$ cat src/rtl/ddr2_emr_guard.sv
module ddr2_emr_guard #(
  parameter int LOCK_CYCLES = 200,
  parameter int ODT_SETTLE  = 8,
  parameter bit ALLOW_50    = 1'b1,
  parameter int EMR_W       = 13
) (
  input  logic             clk,
  input  logic             rst,
  input  logic             err_clr,
  input  logic [2:0]       cmd,
  input  logic [EMR_W-1:0] cmd_data,
  input  logic             rd_req,
  input  logic             rd_force,
  input  logic             odt_in,
  input  logic [1:0]       pwr_state,
  output logic             rd_grant,
  output logic             odt_out,
  output logic             dll_enabled,
  output logic             dll_locked,
  output logic [1:0]       rtt_code,
  output logic             drive_reduced,
  output logic             dqs_single_ended,
  output logic             rdqs_n_enabled,
  output logic             out_disabled,
  output logic             err_rd_early,
  output logic             err_odt_sr,
  output logic             err_rsvd
);
  localparam logic [2:0] C_LOAD = 3'd1, C_DLLRST = 3'd2, C_SR_IN = 3'd3, C_SR_OUT = 3'd4;
  localparam int LW = $clog2(LOCK_CYCLES + 1);
  localparam int OW = $clog2(ODT_SETTLE + 1);
  localparam logic [LW-1:0] LOCK_LOAD = LW'(LOCK_CYCLES - 1);
  localparam logic [OW-1:0] ODT_LOAD  = OW'(ODT_SETTLE);

  logic [EMR_W-1:0] emr;
  logic             in_sr, armed;
  logic [LW-1:0]    lock_cnt;
  logic [OW-1:0]    odt_cnt;
  logic [1:0]       new_rtt;
  logic             new_rsvd;

  generate
    if (ALLOW_50) begin : g_rtt50
      assign rtt_code = {emr[6], emr[2]};
      assign new_rtt  = {cmd_data[6], cmd_data[2]};
      assign new_rsvd = 1'b0;
    end else begin : g_rttrsv
      assign rtt_code = (emr[6] & emr[2]) ? 2'b00 : {emr[6], emr[2]};
      assign new_rtt  = (cmd_data[6] & cmd_data[2]) ? 2'b00 : {cmd_data[6], cmd_data[2]};
      assign new_rsvd = cmd_data[6] & cmd_data[2];
    end
  endgenerate

  assign dll_enabled      = ~emr[0] & ~in_sr;
  assign dll_locked       = armed & dll_enabled & (lock_cnt == '0);
  assign rd_grant         = rd_req & dll_locked;
  assign odt_out          = odt_in & (pwr_state != 2'b11) & ~in_sr &
                            (rtt_code != 2'b00) & (odt_cnt == '0);
  assign drive_reduced    = emr[1];
  assign dqs_single_ended = emr[10];
  assign rdqs_n_enabled   = emr[11] & ~emr[10];
  assign out_disabled     = emr[12];

  always_ff @(posedge clk) begin
    if (rst) begin
      emr          <= '0;
      in_sr        <= 1'b0;
      armed        <= 1'b0;
      lock_cnt     <= '0;
      odt_cnt      <= '0;
      err_rd_early <= 1'b0;
      err_odt_sr   <= 1'b0;
      err_rsvd     <= 1'b0;
    end else begin
      if (lock_cnt != '0) lock_cnt <= lock_cnt - 1'b1;
      if (odt_cnt != '0)  odt_cnt  <= odt_cnt - 1'b1;
      case (cmd)
        C_LOAD: begin
          emr <= cmd_data;
          if (cmd_data[0]) armed <= 1'b0;
          if (new_rtt != 2'b00) odt_cnt <= ODT_LOAD;
        end
        C_DLLRST: if (dll_enabled) begin
          armed    <= 1'b1;
          lock_cnt <= LOCK_LOAD;
        end
        C_SR_IN: if (!in_sr) begin
          in_sr <= 1'b1;
          armed <= 1'b0;
        end
        C_SR_OUT: if (in_sr) begin
          in_sr <= 1'b0;
          if (!emr[0]) begin
            armed    <= 1'b1;
            lock_cnt <= LOCK_LOAD;
          end
        end
        default: ;
      endcase
      err_rd_early <= (err_rd_early & ~err_clr) | (rd_force & ~dll_locked);
      err_odt_sr   <= (err_odt_sr & ~err_clr) | ((cmd == C_SR_IN) & odt_in);
      err_rsvd     <= (err_rsvd & ~err_clr) | ((cmd == C_LOAD) & new_rsvd);
    end
  end
endmodule


$ cat config.mk
export PLATFORM = sky130hd
export DESIGN_NAME = ddr2_emr_guard
export DESIGN_NICKNAME = d
export VERILOG_FILES = /design/src/rtl/ddr2_emr_guard.sv
export SDC_FILE = /design/constraint.sdc
export NUM_CORES = 1
export LEC_CHECK = 0
export ABC_AREA = 1
export CAP_MARGIN = 20
export CORE_ASPECT_RATIO = 1.5
export CORE_UTILIZATION = 52
export CTS_BUF_LIST = sky130_fd_sc_hd__clkbuf_4 sky130_fd_sc_hd__clkbuf_8
export DETAILED_ROUTE_END_ITERATION = 8
export PLACE_DENSITY_LB_ADDON = 0.15
export REMOVE_ABC_BUFFERS = 1
export SYNTH_ARGS = -nofsm -noshare
export SYNTH_HDL_FRONTEND = slang
export SYNTH_SLANG_ARGS = --single-unit
$ cat constraint.sdc
create_clock -name clk -period 3.2 [get_ports clk]
set_input_delay 0.64 -clock clk [delete_from_list [all_inputs] [get_ports clk]]
set_output_delay 0.64 -clock clk [all_outputs]
set_load 0.01 [all_outputs]
==> results of run 1 <==
-- final timing paths --
| kind | from | slack [ns] | end | depth (start not counted) |
|---|---|---|---|---|
| min | err_rsvd$_SDFF_PP0_ | 0.46 | err_rsvd$_SDFF_PP0_ | 2 |
| min reg2reg | err_rsvd$_SDFF_PP0_ | 0.46 | err_rsvd$_SDFF_PP0_ | 2 |
| max | lock_cnt[0]$_SDFF_PP0_ | 0.51 | rd_grant | 7 |
| max reg2reg | lock_cnt[0]$_SDFF_PP0_ | 1.87 | err_rd_early$_SDFF_PP0_ | 7 |
-- sequential cells by signal, indices dropped and copies added, names as in the netlist --
register and flops:
odt_cnt 4, err_rd_early 1, emr 7, in_sr 1, armed 1, err_rsvd 1, lock_cnt 8, err_odt_sr 1
-- area by class of cell --
class / instances / area, um^2
timing repair buffer: 30 / 300
fill: 200 / 669
sequential: 24 / 480
inverter: 25 / 96.3
multi-input combinational: 113 / 622
tap: 23 / 28.8
clock buffer: 4 / 36.3
-- logic make-up after synthesis --
| group | count (synthesis) | synth area share, % |
|---|---|---|
| AOI/OAI and AO/OA | 26 | 13.1 |
| xor gates and xnor gates | 6 | 4.32 |
| adders and majority gates | 3 | 3.08 |
| buffers and inverters | 28 | 9.46 |
| DFF | 24 | 39.5 |
| and+or+nand+nor | 78 | 30.6 |
-- layer usage --
layer  up-vias  track usage (%)
li1        588                -
met1       505             21.8
met2        20             42.4
met3         5             1.76
met4         0             6.91
met5         -                0
-- metrics by stage --
step	area (um^2)	cells	setup slack, ns
6_report	1560	219	0.506
5_1_grt	1560	219	0.307
4_1_cts	1560	219	0.473
3_5_place_dp	1530	215	0.586
3_3_place_gp	1530	215	0.595
2_1_floorplan	1200	162	1.46
-- where the power goes --
part	switching [mW]	total [mW]	internal, mW
registers	0.0511	0.427	0.376
logic	0.289	0.493	0.203
clock network	0.0875	0.157	0.0696
total	0.428	1.08	0.649
-- Yosys cell counts --
| cell type | count |
|---|---|
| nand2_1 | 36 |
| dfxtp_1 | 24 |
| inv_1 | 22 |
| nor2_1 | 19 |
| a21oi_1 | 13 |
| nand3_1 | 10 |
| o21ai_1 | 6 |
| xor2_1 | 5 |
| ha_1 | 3 |
| a211oi_2 | 2 |
| buf_4 | 2 |
| inv_2 | 2 |
| nand4_1 | 2 |
| nor2_2 | 2 |
| nor2_4 | 2 |
| or2_2 | 2 |
| a22oi_1 | 1 |
| a31oi_1 | 1 |
| clkbuf_1 | 1 |
| inv_4 | 1 |
| nand2_2 | 1 |
| nand2_8 | 1 |
| nand3_2 | 1 |
| nand3b_1 | 1 |
| nand4_2 | 1 |
| o211ai_1 | 1 |
| o21ai_2 | 1 |
| o32ai_1 | 1 |
| xnor2_1 | 1 |
-- worst register-to-register path: stages, from the launching register on --
cell and delay [ns]:
dfxtp_1 0.35, inv_1 0.09, ha_1 0.14, nand3_1 0.14, nor2_4 0.20, nand3_1 0.15, nand3_1 0.10, o21ai_1 0.07
==> flow_metrics.tcl, run 1 <==
set metrics [dict create \
    skew_ns 0.00434 \
    clk_latency_ns 0.31 \
    cts-htree-levels 1 \
    post_drt_wl_per_cell_um 11.2 \
    syn_avg_cell_area_um2 7.38 \
    overflow 0 \
    top_layer "met4" \
    antenna_found_initial 0 \
    cts_resized 0 \
    rsz0062_at_grt "no" \
    slew_viol_final 0 \
    insertedDiodeCount 0 \
    dieArea_um2 2540 \
    postCtsHoldBufs 0 \
    drt_first_pass_iters 4 \
    fin_tns_setup_ns 0 \
    viasPerCell 5.11 \
    die_h_um 61.3 \
    layout.nets 224 \
    grt_pass1_wl_mm 4.12 \
    power.leakage_nw 0.672 \
    hold_violations 0 \
    met1Wirelength_um 981 \
    total_power_mw 1.08 \
    end_kind "output port" \
    io_pins 37 \
    grt_max_degree 14 \
    clk_pin_slew_ns 0.13 \
    drive_above_1_share_pct 10.2 \
    gp_congestion 0.888 \
    grt_use_total_pct 20.6 \
    synth_cell_types 29 \
    cp.required_ns 2.56 \
    fp.coreArea_um2 2230 \
    ys_seq_elements 24 \
    row_count 21 \
    routed_wl_mm 2.44 \
    postCtsSetupBuffers 0 \
    route.detailed.drc 0 \
    synth_seq_area_share_pct 39.5 \
    path_buf_inv 2 \
    synth_top_area_share_pct 39.5 \
    die_x_um 41.5 \
    synth_area_leaders "dfxtp_1 39%, nand2_1 11%, inv_1 6.8%" \
    met3_length_um 70 \
    cp_top_family "buffers and inverters" \
    slowest_delay_ns 0.55 \
    max_slew_margin_pct 68.3 \
    finalCriticalPeriod_ns 2.69 \
    routed-via-count 1118 \
    cp_slowest_cell "clkdlybuf4s50_1" \
    start_util_pct 54.5 \
    cts_buffers 3 \
    ant_nets 0 \
    yosys_warnings 0 \
    maxClockFrequency_mhz 371 \
    cts_buffer_depth 2 \
    numClockSinks 24 \
    synth_cells 165 \
    syn-cell-area_um2 1220 \
    worstSetupPathType "reg -> out" \
    yosys.area.top_type "dfxtp_1" \
    cp.arrival_ns 2.05 \
    critPathLaunchType "flip-flop" \
    port_buffers 30 \
    area_growth_pct 28.5 \
    cts_root_buf "clkbuf_4" \
    ir_drop_uv 416 \
    period_share_pct 84.2 \
    dp_hpwl_mm 1.97 \
    cts_tree "built" \
    grt_pass1_vias 1017 \
    cap_viol_max_count 0 \
    layout.cells.most_common_list "36 x nand2_1, 30 x clkdlybuf4s50_1, 24 x dfxtp_1" \
    finalSetupViolations 0 \
    path_max_fanout 5 \
    crit_top_cell "nand3_1" \
    final_common_cell "nand2_1" \
    hold_path_class "reg -> reg" \
    worstPathCellList "inv_1 -> ha_1 -> nand3_1 -> nor2_4 -> nand3_1 -> nor2_1 -> clkdlybuf4s50_1" \
    power.density_nw_per_um2 689 \
    tightest_slew_ns 0.474 \
    holdWs_ns 0.462 \
    drtIter0Drc 7 \
    outcome "finished clean" \
    fin_util_pct 70.0 \
    wl_met2_mm 1.35 \
]
Power figures use the tool's default switching activity.
==> run 2: changes to the inputs <==
--- a/config.mk
+++ b/config.mk
@@ -8,7 +8,7 @@
 export ABC_AREA = 1
 export CAP_MARGIN = 20
 export CORE_ASPECT_RATIO = 1.5
-export CORE_UTILIZATION = 52
+export CORE_UTILIZATION = 43
 export CTS_BUF_LIST = sky130_fd_sc_hd__clkbuf_4 sky130_fd_sc_hd__clkbuf_8
 export DETAILED_ROUTE_END_ITERATION = 8
 export PLACE_DENSITY_LB_ADDON = 0.15
==> constraint.sdc (replaced) <==
create_clock -name clk -period 2.4 [get_ports clk]
set_input_delay 0.48 -clock clk [delete_from_list [all_inputs] [get_ports clk]]
set_output_delay 0.48 -clock clk [all_outputs]
set_load 0.01 [all_outputs]
==> run 2 against run 1 <==
Compared with the run above: critical path depth unchanged; combinational power rose by 44%; final cell count rose by 7.8%; worst hold slack worse by 0.013 ns; die area up 20%; cell area is 5.2% higher; highest routed layer unchanged.
==> flow_metrics.tcl, run 2 (synthesis results as in run 1) <==
set metrics [dict create \
    outcome "finished clean" \
    gp_congestion 0.769 \
    swShare_pct 37.0 \
    drtIter0Drc 15 \
    routed-via-count 1152 \
    seqPwrFrac_pct 35.1 \
    postCtsHoldBufs 0 \
    p_int_mw 1.03 \
    critPathLaunchType "flip-flop" \
    max_slew_margin_pct 77.0 \
    start_util_pct 45.5 \
    area_growth_pct 35.1 \
    route.detailed.drc 0 \
    hold_violations 0 \
    port_buffers 30 \
    viasPerCell 4.88 \
    combPwrFrac_pct 43.4 \
    largestRegisters "lock_cnt: 8 flops, emr: 7 flops, odt_cnt: 4 flops" \
    finalSetupViolations 0 \
    insertedDiodeCount 0 \
    dieArea_um2 3050 \
    routed_wl_mm 2.64 \
    grt_use_total_pct 19.9 \
    path_max_fanout 3 \
    fin_tns_setup_ns 0 \
    p_sw_mw 0.605 \
    cts_tree "built" \
    post_drt_wl_per_cell_um 11.2 \
    tightest_slew_ns 0.345 \
    hold_path_class "reg -> reg" \
    ir_drop_uv 671 \
    die_h_um 67.2 \
    io_pins 37 \
    clockPowerShare_pct 21.4 \
    final_common_cell "nand2_1" \
    maxClockFrequency_mhz 476 \
    clk_pin_slew_ns 0.08 \
    drt_first_pass_iters 4 \
    clk_latency_ns 0.27 \
    largest_register_ffs 8 \
    power.leakage_nw 0.743 \
    cts_buffer_depth 2 \
    cts_root_buf "clkbuf_8" \
    antenna_found_initial 0 \
    place_ws_ns 0.112 \
    overflow 0 \
    power.density_nw_per_um2 994 \
    total_power_mw 1.63 \
    slew_viol_final 0 \
    fin_ws_ns 0.299 \
    layout.cells.most_common_list "36 x nand2_1, 27 x clkdlybuf4s50_1, 24 x dfxtp_1" \
    cts_buffers 3 \
    grt_max_degree 15 \
    period_share_pct 87.6 \
    drive_above_1_share_pct 12.1 \
    numClockSinks 24 \
    grt_pass1_wl_mm 4.53 \
    dp_hpwl_mm 2.09 \
    layout.nets 227 \
    ant_nets 0 \
    end_kind "output port" \
    row_count 23 \
    cp.arrival_ns 1.62 \
    cts-htree-levels 1 \
    skew_ns 0.00931 \
    finalCriticalPeriod_ns 2.10 \
    cap_viol_max_count 0 \
    top_register "lock_cnt" \
    rsz0062_at_grt "no" \
    cp.required_ns 1.92 \
    die_x_um 45.4 \
    worstSetupPathType "reg -> out" \
    fp.coreArea_um2 2680 \
    grt_pass1_vias 1174 \
]
## run 2: layout make-up
| cell class | count | area (um^2) |
|---|---|---|
| Tap cell | 37 | 46.3 |
| Clock buffer | 3 | 41.3 |
| Fill cell | 245 | 1030 |
| Clock inverter | 1 | 30.0 |
| Inverter | 25 | 96.3 |
| Timing Repair Buffer | 33 | 327 |
| Sequential cell | 24 | 480 |
| Multi-Input combinational cell | 113 | 624 |
## run 2: power groups by stage
stage	Sequential [mW]	Clock, mW	Combinational (mW)
6_report	0.574	0.351	0.710
4_1_cts	0.574	0.357	0.675
3_5_place_dp	0.582	0	0.666
5_1_grt	0.583	0.370	0.791
3_3_place_gp	0.576	0	0.623
2_1_floorplan	0.567	0	0.509
## run 2: worst paths after layout
check                               from                      to  slack [ns]  cells after the start
setup / recovery  lock_cnt[0]$_SDFF_PP0_                rd_grant        0.30                      7
hold / removal       err_rsvd$_SDFF_PP0_     err_rsvd$_SDFF_PP0_        0.45                      2
setup reg to reg  lock_cnt[0]$_SDFF_PP0_  lock_cnt[2]$_SDFF_PP0_        1.07                      7
hold reg to reg      err_rsvd$_SDFF_PP0_     err_rsvd$_SDFF_PP0_        0.45                      2
## run 2: critical path: stages (launching register included)
cell,delay (ns)
dfxtp_1,0.34
inv_1,0.08
ha_1,0.14
nand3_1,0.14
nor2_4,0.17
nand3_1,0.12
nor2_1,0.11
dlygate4sd2_1,0.27
## run 2: layer usage
metal	GRT usage [%]	part of all wire, %	vias up
li1	-	-	595
met1	21.5	39	526
met2	37.0	56	26
met3	2.67	3.2	5
met4	7.95	1.4	0
met5	0	0	-
## run 2: metrics by stage
stage | hold WS, ns | util (%) | cell area (um^2) | cells
after floorplan | 0.431 | - | 1200 | 162
after global placement | 0.431 | 58.0 | 1550 | 230
after detailed placement | 0.439 | 58.0 | 1550 | 230
after CTS | 0.455 | 60.7 | 1630 | 234
after global routing | 0.484 | 61.5 | 1650 | 236
final | 0.449 | 61.5 | 1650 | 236
## run 2: repair_timing
| item | in CTS | in global routing |
|---|---|---|
| pin swaps | 1 | 2 |
| buffers inserted | 0 | 2 |
| setup endpoints to repair | 3 | 2 |
| endpoints found under the hold margin | 0 | 0 |
| resized for setup | 2 | 2 |
==> run 3: changes to the inputs <==
--- a/config.mk
+++ b/config.mk
@@ -11,6 +11,7 @@
 export CORE_UTILIZATION = 43
 export CTS_BUF_LIST = sky130_fd_sc_hd__clkbuf_4 sky130_fd_sc_hd__clkbuf_8
 export DETAILED_ROUTE_END_ITERATION = 8
+export GPL_TIMING_DRIVEN = 0
 export PLACE_DENSITY_LB_ADDON = 0.15
 export REMOVE_ABC_BUFFERS = 1
 export SYNTH_ARGS = -nofsm -noshare
==> constraint.sdc (replaced) <==
create_clock -name clk -period 2.4 [get_ports clk]
set_input_delay 0.48 -clock clk [delete_from_list [all_inputs] [get_ports clk]]
set_output_delay 0.48 -clock clk [all_outputs]
set_load 0.005 [all_outputs]
==> run 3 against run 2 <==
Compared with the run above: utilization barely moved; worst hold slack got worse by 0.0081 ns; die area did not move; critical path type unchanged; clock power barely moved.
==> flow_metrics.tcl, run 3 (synthesis results as in run 1) <==
set metrics [dict create \
    outcome "finished clean" \
    critPathLaunchType "flip-flop" \
    cts_root_buf "clkbuf_8" \
    cp_slowest_cell "clkdlybuf4s50_1" \
    grt_max_degree 15 \
    grt_pass1_wl_mm 4.54 \
    worstSetupPathType "reg -> out" \
    cap_viol_max_count 0 \
    routed-via-count 1145 \
    rsz0062_at_grt "no" \
    tightest_slew_ns 0.460 \
    worstPathCellList "inv_1 -> ha_1 -> nand3_2 -> nor2_4 -> nand3_2 -> nor2_1 -> clkdlybuf4s50_1" \
    maxClockFrequency_mhz 438 \
    dp_cells 229 \
    die_x_um 45.4 \
    hold_violations 0 \
    finalSetupViolations 0 \
    largestRegisters "lock_cnt: 8 flops, emr: 7 flops, odt_cnt: 4 flops" \
    row_count 23 \
    final_common_cell "nand2_1" \
    grtUsageMet3_pct 2.67 \
    grt_util_met2_pct 36.4 \
    drive_above_1_share_pct 12.6 \
    insertedDiodeCount 0 \
    fillers 260 \
    cts_buffers 3 \
    reg2regPathDepth 8 \
    area_growth_pct 35.3 \
    grt_pass1_vias 1119 \
    numClockSinks 24 \
    grt.met1_usage_pct 21.1 \
    slew_viol_final 0 \
    io_pins 37 \
    grt_use_total_pct 19.8 \
    slowest_delay_ns 0.50 \
    drt_first_pass_iters 3 \
    hold_path_class "reg -> reg" \
    dp_hpwl_mm 1.97 \
    cts_tree "built" \
    end_kind "output port" \
    postCtsHoldBufs 0 \
    drtIter0Drc 29 \
    viasPerCell 4.87 \
    start_util_pct 45.5 \
    top_register "lock_cnt" \
    antenna_found_initial 0 \
    path_max_fanout 3 \
    max_slew_margin_pct 69.2 \
    die_h_um 67.2 \
    port_buffers 30 \
    cts-htree-levels 1 \
    gp_congestion 0.761 \
    fin_cells 235 \
    route.detailed.drc 0 \
    power.leakage_nw 0.717 \
    layout.nets 226 \
    hold_depth 2 \
    ant_nets 0 \
    fin_tns_setup_ns 0 \
    multiInputGateArea_um2 634 \
    cp.arrival_ns 1.80 \
    fp.coreArea_um2 2680 \
    grt_busiest_layer "met2" \
    ir_drop_uv 540 \
    clk_latency_ns 0.27 \
    regArea_um2 480 \
    skew_ns 0.00519 \
    largest_register_ffs 8 \
    dieArea_um2 3050 \
    period_share_pct 95.1 \
    routed_wl_mm 2.52 \
    power.density_nw_per_um2 986 \
    post_drt_wl_per_cell_um 10.7 \
    layout.cells.most_common_list "36 x nand2_1, 29 x clkdlybuf4s50_1, 24 x dfxtp_1" \
    overflow 0 \
    finalCriticalPeriod_ns 2.28 \
    crit_top_cell "nand3_2" \
    cp.required_ns 1.92 \
    cts_buffer_depth 2 \
    clk_pin_slew_ns 0.08 \
]
run 3: per-stage QoR:
stage / hold slack [ns] / utilization (%) / power (mW) / cell area, um^2 / setup WS, ns
finish: 0.441 / 61.5 / 1.62 / 1650 / 0.118
global route: 0.482 / 61.5 / 1.76 / 1650 / 0.00198
detailed placement: 0.436 / 57.7 / 1.23 / 1550 / 0.152
floorplan: 0.431 / - / 1.07 / 1200 / 0.886
CTS: 0.446 / 60.8 / 1.61 / 1630 / 0.0643
global placement: 0.431 / 57.7 / 1.20 / 1550 / 0.147
run 3: path summary, 6_finish.rpt:
path                           from                     end  slack, ns
max          lock_cnt[0]$_SDFF_PP0_                rd_grant       0.12
min             err_rsvd$_SDFF_PP0_     err_rsvd$_SDFF_PP0_       0.44
max reg2reg  lock_cnt[0]$_SDFF_PP0_  lock_cnt[4]$_SDFF_PP0_       0.98
min reg2reg     err_rsvd$_SDFF_PP0_     err_rsvd$_SDFF_PP0_       0.44
run 3: power by group:
group	switching (mW)	total (mW)	leakage, nW	internal, mW
clock	0.128	0.351	0.0357	0.223
combinational	0.389	0.699	0.484	0.310
sequential	0.0709	0.573	0.197	0.502
total	0.588	1.62	0.717	1.03
run 3: layout make-up:
type | instances | share of cell area, %
multi-input combinational | 113 | 38.5
sequential | 24 | 29.2
timing repair buffer | 32 | 19.3
inverter | 25 | 5.85
tap | 37 | 2.81
clock buffer | 3 | 2.51
clock inverter | 1 | 1.82
run 3: repair_timing:
item,4_1_cts,5_1_grt
pin swaps,1,2
buffers inserted,1,1
gates resized for setup,1,3
endpoints found under the setup margin,2,3
run 3: routing by layer:
layer,wire length (um),vias up,share of wire [%]
met2,1430,14,57
li1,-,592,-
met4,40,0,1.6
met3,53,5,2.1
met5,0,-,0
met1,997,534,40
run 3: worst max-delay path, delay by kind of cell, from the launching register on:
family                   cells  cell delay, ns
adder cells (fa/ha/maj)      1            0.17
flip-flops                   1            0.34
AND/OR/NAND/NOR              4            0.44
buffers and inverters        2            0.58
